$ cat src/rtl/plic_pkg.sv
package plic_pkg;

    localparam int PRIO_W  = 3;
    localparam int ID_W    = 8;
    localparam int ADDR_W  = 27;
    localparam int MAX_SRC = 255;
    localparam int MAX_CTX = 16;

    localparam logic [31:0] PEND_BASE  = 32'h0000_1000;
    localparam logic [31:0] EN_BASE    = 32'h0000_2000;
    localparam logic [31:0] EN_STRIDE  = 32'h0000_0100;
    localparam logic [31:0] THR_BASE   = 32'h0020_0000;
    localparam logic [31:0] THR_STRIDE = 32'h0000_1000;
    localparam logic [31:0] SWI_BASE   = 32'h0400_0000;
    localparam logic [31:0] ALERT_ADDR = 32'h0400_4000;

    typedef enum logic [2:0] {
        RG_NONE, RG_PRIO, RG_PEND, RG_EN, RG_THR, RG_CLAIM, RG_SWI, RG_ALERT
    } region_e;

    typedef struct packed {
        region_e     region;
        logic [7:0]  word;
        logic [3:0]  ctx;
    } decode_t;

    function automatic decode_t decode_addr(input logic [ADDR_W-1:0] a,
                                            input int nsrc, input int nctx,
                                            input int nwords);
        decode_t     d;
        logic [31:0] ia;
        logic [31:0] off;
        d   = '{region: RG_NONE, word: 8'd0, ctx: 4'd0};
        ia  = {5'd0, a} & ~32'd3;
        off = 32'd0;
        if (ia <= 32'(4 * nsrc)) begin
            d.region = RG_PRIO;
            d.word   = 8'(ia >> 2);
        end else if (ia >= PEND_BASE && ia < PEND_BASE + 32'(4 * nwords)) begin
            d.region = RG_PEND;
            d.word   = 8'((ia - PEND_BASE) >> 2);
        end else if (ia >= EN_BASE && ia < EN_BASE + EN_STRIDE * 32'(nctx)) begin
            off = ia - EN_BASE;
            if (32'(off[7:0] >> 2) < 32'(nwords)) begin
                d.region = RG_EN;
                d.ctx    = 4'(off >> 8);
                d.word   = 8'(off[7:0] >> 2);
            end
        end else if (ia >= THR_BASE && ia < THR_BASE + THR_STRIDE * 32'(nctx)) begin
            off   = ia - THR_BASE;
            d.ctx = 4'(off >> 12);
            if (off[11:0] == 12'h000)      d.region = RG_THR;
            else if (off[11:0] == 12'h004) d.region = RG_CLAIM;
        end else if (ia >= SWI_BASE && ia < SWI_BASE + 32'(4 * nctx)) begin
            d.region = RG_SWI;
            d.ctx    = 4'((ia - SWI_BASE) >> 2);
        end else if (ia == ALERT_ADDR) begin
            d.region = RG_ALERT;
        end
        return d;
    endfunction

endpackage

$ cat src/rtl/plic_gateway.sv
module plic_gateway #(
    parameter int NID = 85
) (
    input  logic           clk,
    input  logic           rst,
    input  logic [NID-1:0] src,
    input  logic [NID-1:0] claim_hit,
    input  logic [NID-1:0] done_hit,
    output logic [NID-1:0] pending,
    output logic [NID-1:0] active
);
    for (genvar k = 0; k < NID; k++) begin : g_src
        if (k == 0) begin : g_reserved
            assign pending[k] = 1'b0;
            assign active[k]  = 1'b0;
        end else begin : g_live
            always_ff @(posedge clk) begin
                if (rst) begin
                    pending[k] <= 1'b0;
                    active[k]  <= 1'b0;
                end else if (claim_hit[k]) begin
                    pending[k] <= 1'b0;
                    active[k]  <= 1'b1;
                end else begin
                    if (src[k] && !active[k]) pending[k] <= 1'b1;
                    if (done_hit[k])          active[k]  <= 1'b0;
                end
            end
        end
    end
endmodule

$ cat src/rtl/plic_target.sv
module plic_target
    import plic_pkg::*;
#(
    parameter int NID = 85
) (
    input  logic [NID-1:0][PRIO_W-1:0] prio,
    input  logic [NID-1:0]             pending,
    input  logic [NID-1:0]             enable,
    input  logic [PRIO_W-1:0]          thresh,
    output logic [ID_W-1:0]            best_id,
    output logic                       irq
);
    logic [PRIO_W-1:0] best_prio;

    always_comb begin
        best_prio = thresh;
        best_id   = '0;
        for (int k = 1; k < NID; k++) begin
            if (pending[k] && enable[k] && prio[k] > best_prio) begin
                best_prio = prio[k];
                best_id   = ID_W'(k);
            end
        end
        irq = (best_id != '0);
    end
endmodule

$ cat src/rtl/plic_top.sv
module plic_top
    import plic_pkg::*;
#(
    parameter int NUM_SRC = 84,
    parameter int NUM_CTX = 1
) (
    input  logic               clk,
    input  logic               rst,
    input  logic [NUM_SRC-1:0] src_i,
    input  logic               bus_valid,
    input  logic               bus_write,
    input  logic [ADDR_W-1:0]  bus_addr,
    input  logic [31:0]        bus_wdata,
    output logic               rsp_valid,
    output logic [31:0]        rsp_rdata,
    output logic [NUM_CTX-1:0] ctx_irq_o,
    output logic [NUM_CTX-1:0] sw_irq_o,
    output logic               fatal_alert_o
);
    localparam int NID  = NUM_SRC + 1;
    localparam int NW   = (NID + 31) / 32;
    localparam int PADW = NW * 32;
    localparam int CTXW = (NUM_CTX > 1) ? $clog2(NUM_CTX) : 1;

    logic [NID-1:0][PRIO_W-1:0]     prio_q;
    logic [NUM_CTX-1:0][PADW-1:0]   en_q;
    logic [NUM_CTX-1:0][PRIO_W-1:0] thr_q;
    logic [NUM_CTX-1:0]             swi_q;
    logic [NUM_CTX-1:0][ID_W-1:0]   best_id;
    logic [NID-1:0]                 pend_q, insvc_q, claim_hit, done_hit;
    logic [PADW-1:0]                pend_pad;
    logic [31:0]                    rd_val;
    logic                           rd_req, wr_req;
    logic [CTXW-1:0]                cidx;
    decode_t                        dec;

    function automatic logic [31:0] word_mask(input logic [7:0] w);
        logic [31:0] m;
        for (int b = 0; b < 32; b++) begin
            m[b] = (32'(w) * 32 + 32'(b) > 0) && (32'(w) * 32 + 32'(b) < 32'(NID));
        end
        return m;
    endfunction

    assign dec      = decode_addr(bus_addr, NUM_SRC, NUM_CTX, NW);
    assign cidx     = CTXW'(dec.ctx);
    assign rd_req   = bus_valid && !bus_write;
    assign wr_req   = bus_valid && bus_write;
    assign pend_pad = PADW'(pend_q);

    plic_gateway #(.NID(NID)) u_gate (
        .clk(clk), .rst(rst), .src({src_i, 1'b0}),
        .claim_hit(claim_hit), .done_hit(done_hit),
        .pending(pend_q), .active(insvc_q)
    );

    for (genvar c = 0; c < NUM_CTX; c++) begin : g_ctx
        plic_target #(.NID(NID)) u_tgt (
            .prio(prio_q), .pending(pend_q), .enable(en_q[c][NID-1:0]),
            .thresh(thr_q[c]), .best_id(best_id[c]), .irq(ctx_irq_o[c])
        );
    end

    always_comb begin
        claim_hit = '0;
        done_hit  = '0;
        if (rd_req && dec.region == RG_CLAIM && 32'(best_id[cidx]) < 32'(NID))
            claim_hit[best_id[cidx]] = 1'b1;
        if (wr_req && dec.region == RG_CLAIM && bus_wdata < 32'(NID))
            done_hit[bus_wdata[ID_W-1:0]] = 1'b1;
    end

    always_comb begin
        case (dec.region)
            RG_PRIO:  rd_val = 32'(prio_q[dec.word]);
            RG_PEND:  rd_val = pend_pad[dec.word*32 +: 32];
            RG_EN:    rd_val = en_q[cidx][dec.word*32 +: 32];
            RG_THR:   rd_val = 32'(thr_q[cidx]);
            RG_CLAIM: rd_val = 32'(best_id[cidx]);
            RG_SWI:   rd_val = 32'(swi_q[cidx]);
            default:  rd_val = 32'd0;
        endcase
    end

    always_ff @(posedge clk) begin
        if (rst) begin
            prio_q        <= '0;
            en_q          <= '0;
            thr_q         <= '0;
            swi_q         <= '0;
            rsp_valid     <= 1'b0;
            rsp_rdata     <= '0;
            fatal_alert_o <= 1'b0;
        end else begin
            rsp_valid     <= rd_req;
            rsp_rdata     <= rd_req ? rd_val : 32'd0;
            fatal_alert_o <= wr_req && dec.region == RG_ALERT && bus_wdata[0];
            if (wr_req) begin
                case (dec.region)
                    RG_PRIO: if (dec.word != 8'd0) prio_q[dec.word] <= bus_wdata[PRIO_W-1:0];
                    RG_EN:   en_q[cidx][dec.word*32 +: 32] <= bus_wdata & word_mask(dec.word);
                    RG_THR:  thr_q[cidx] <= bus_wdata[PRIO_W-1:0];
                    RG_SWI:  swi_q[cidx] <= bus_wdata[0];
                    default: ;
                endcase
            end
        end
    end

    assign sw_irq_o = swi_q;

endmodule

$ cat config.mk
export PLATFORM = sky130hd
export DESIGN_NAME = plic_top
export DESIGN_NICKNAME = d
export VERILOG_FILES = /design/src/rtl/plic_pkg.sv /design/src/rtl/plic_gateway.sv /design/src/rtl/plic_target.sv /design/src/rtl/plic_top.sv
export SDC_FILE = /design/constraint.sdc
export NUM_CORES = 2
export LEC_CHECK = 0
export ABC_AREA = 0
export BUFFER_PORTS_ARGS = -buffer_cell sky130_fd_sc_hd__buf_2
export CORE_MARGIN = 10
export CORE_UTILIZATION = 40
export CTS_CLUSTER_DIAMETER = 40
export CTS_CLUSTER_SIZE = 10
export DETAILED_ROUTE_END_ITERATION = 10
export PLACE_DENSITY = 0.58
export SETUP_SLACK_MARGIN = 0.02
export SYNTH_ARGS = -nofsm -noshare
export SYNTH_HDL_FRONTEND = slang
export SYNTH_HIERARCHICAL = 1
export SYNTH_SLANG_ARGS = --single-unit
$ cat constraint.sdc
create_clock -name clk -period 162 [get_ports clk]
set_clock_uncertainty 0.15 [all_clocks]
set_input_delay 48.6 -clock clk [delete_from_list [all_inputs] [get_ports clk]]
set_output_delay 48.6 -clock clk [all_outputs]
set_load 0.01 [all_outputs]
==> flow_metrics.py <==
metrics = {
    "place": {
        "numPortBuffers": 180,
        "preCtsSetupSlack_ps": -366,
        "dp_hpwl_um": 140000,
        "place.gp.congestion": 1.03,
    },
    "worst_setup_path": {
        "crit-reg2reg-capture": "u_gate/pending[5]",
        "timing.critical_path.slowest_stage_cell": "or4_4",
        "crit-reg2reg-launch": "thr_q[1]",
        "critPathArrivalTime_ps": 106900,
        "timing.critical_path.required_ps": 113250,
        "criticalPathCategory": "reg -> out",
        "cp_max_fo": 7,
        "critical_path.most_common_cell": "ha_1",
        "start_kind": "flip-flop",
        "worstRegToRegCells": 603,
        "cpPeakStageDelay_ps": 570,
        "rrSetupSlack_ps": 53440,
        "setup.worst_path.end_class": "primary output",
    },
    "route": {
        "dr_total_vias": 44400,
        "ant_nets": 0,
        "first_iter_violations": 5852,
        "wirelength_um": 186000,
        "remaining_drc_errors": 0,
        "detailedRoute.firstPassIterationCount": 8,
        "route.detailed.vias_per_inst": 6.21,
        "post_drt_wl_per_cell_um": 26.0,
    },
    "floorplan": {
        "starting_density_of_the_core_pct": 40.4,
        "total_core_area_sq_mm": 0.0952,
        "floorplan.die_area_sq_mm": 0.109,
        "num_io_pins": 183,
        "floorplan.die.height_um": 330,
        "fp-row-count": 113,
        "die_w_um": 330,
    },
    "sta": {
        "final_critical_delay_including_setup_and_external_delays_ps": 155650,
        "maxSlewHeadroom_pct": 4.71,
        "finalCritPeriodShare_pct": 96.1,
        "report.final.slew_viol_count": 0,
        "worst_slew_pin_slew_ps": 1420,
        "achievable-frequency_ghz": 0.00642,
        "timing_hold_violations_final": 0,
        "post-route-worst-setup-slack_ps": 6350,
        "setup_viol": 0,
    },
    "cts": {
        "tritoncts": "yes",
        "clk-insertion-delay-late_ps": 690,
        "clkSlewWorstSetupHoldPaths_ps": 50,
        "htreeDepth": 3,
        "clock_sink_count": 557,
        "num_cts_buffers": 97,
        "clock_path_buffers": 3,
        "cts_root_buffer": "clkbuf_16",
    },
    "grt": {
        "grt_pass1_wl_um": 265000,
        "grt_antenna_before_repair": 8,
        "grt.total_usage_pct": 32.3,
        "grt_max_degree": 195,
        "globalRouteOverflowTotal": 0,
        "via_count_of_the_first_global_routing_pass": 39400,
    },
    "worst_hold_path": {
        "hold_path.startpoint": "en_q[94]",
        "worst_hold_path.endpoint": "en_q[94]",
        "timing.hold.worst.class": "reg -> reg",
        "hold_depth": 1,
    },
    "pwr": {
        "static-leakage-power_uw": 0.0170,
        "report.power.total_uw": 369,
        "worst_ir_drop_vdd_v": 0.00000869,
        "power.density_mw_per_mm2": 8.06,
    },
    "cells_and_area": {
        "area_added_between_synthesis_and_finish_pct": 19.1,
        "layout.nets": 6036,
        "share_of_cells_above_drive_strength_1_pct": 15.7,
    },
    "synth": {
        "yosysWarnings": 6,
        "syn_inst": 5555,
        "synthesis.nets": 5795,
        "syn-cell-area_sq_mm": 0.0384,
        "synth.avg_cell_area_sq_um": 6.92,
    },
    "run": {
        "cap_viol_max_count": 0,
    },
    "outcome": {
        "status": "completed",
    },
}
## worst max-delay path, delay by kind of cell (launching register included)
family                     cells  cell delay [ps]
and+or+nand+nor              224            29770
adders and majority gates    100            28640
DFF                            1              380
AOI/OAI and AO/OA            226            38310
muxes                         19             5740
buffers and inverters         28             3290
## per-layer routing
layer  routed length [um]  up-vias  GRT usage (%)
met4                14100       12           20.4
met5                   79        -              0
met1                73500    21000           41.6
met3                20300      523           8.25
li1                     -    20300              -
met2                77900     2441           47.7
## final cells by class
type                    count  area, sq um
multi-input cells        4488        26100
repair buffers            417         2710
well taps                1265         1580
clock inverters            53          608
flip-flops and latches    557        11200
clock buffers             127         2700
inverters                 235          882
diodes                      2         5.00
fillers                  9660        49400
## sequential cells by signal, indices dropped and copies added, names as in the netlist
signal and flops:
prio_q 255, en_q 96, u_gate/active 84, u_gate/pending 84
rsp_rdata 32, thr_q 3, fatal_alert_o 1, rsp_valid 1
sw_irq_o 1
## what timing repair did
item                                   CTS  global route
setup buffers                            1            53
setup endpoints to repair                1             1
hold buffers                             0             0
pin swaps                                1            60
resized for setup                       14           207
endpoints found under the hold margin    0             0
## how the worst max path moves through the flow
stage,start,end,slack [ps],cells past startpoint
floorplan,thr_q[1],ctx_irq_o,10070,564
global placement,thr_q[2],ctx_irq_o,500,580
detailed placement,thr_q[2],ctx_irq_o,-370,580
CTS,thr_q[2],ctx_irq_o,30,583
global route,thr_q[1],ctx_irq_o,-620,598
finish,thr_q[1],ctx_irq_o,6350,597
## report_power, final
part           switching (uW)  internal [uW]  total [uW]
Sequential               4.05            139         143
Clock                    78.5            131         210
Combinational            11.7           4.85        16.6
## metrics by stage
stage,area (sq um),instances,hold slack (ps),setup TNS [ps],util [%]
after floorplan,38400,5555,280,0,-
after global placement,41200,6908,292,0,43.3
after detailed placement,41200,6908,294,-366,43.3
after CTS,44600,7089,310,0,46.9
after global routing,45800,7142,316,-616,48.1
final,45800,7144,311,0,48.1
## cell usage in the layout, fill, tap and decap left out, types with 19 or more instances in the layout
| cell | count |
|---|---|
| a211oi_1 | 19 |
| a21o_1 | 35 |
| a21oi_1 | 550 |
| a22oi_1 | 25 |
| a31oi_1 | 64 |
| and2_1 | 66 |
| and3_1 | 81 |
| buf_2 | 176 |
| buf_4 | 239 |
| clkbuf_16 | 98 |
| dfxtp_1 | 555 |
| ha_1 | 93 |
| inv_1 | 231 |
| maj3_1 | 20 |
| mux2_2 | 22 |
| mux2i_1 | 48 |
| nand2_1 | 835 |
| nand2b_1 | 99 |
| nand3_1 | 345 |
| nand4_1 | 57 |
| nor2_1 | 642 |
| nor2_2 | 72 |
| nor2b_1 | 117 |
| nor3_1 | 71 |
| nor3b_1 | 19 |
| nor4_1 | 24 |
| o211a_1 | 29 |
| o211ai_1 | 37 |
| o21a_1 | 117 |
| o21ai_0 | 366 |
| o21ai_1 | 25 |
| o221ai_1 | 20 |
| o22ai_1 | 73 |
| o31ai_1 | 32 |
| or2_2 | 29 |
| or3_1 | 22 |
(Power assumes the default switching activity.)
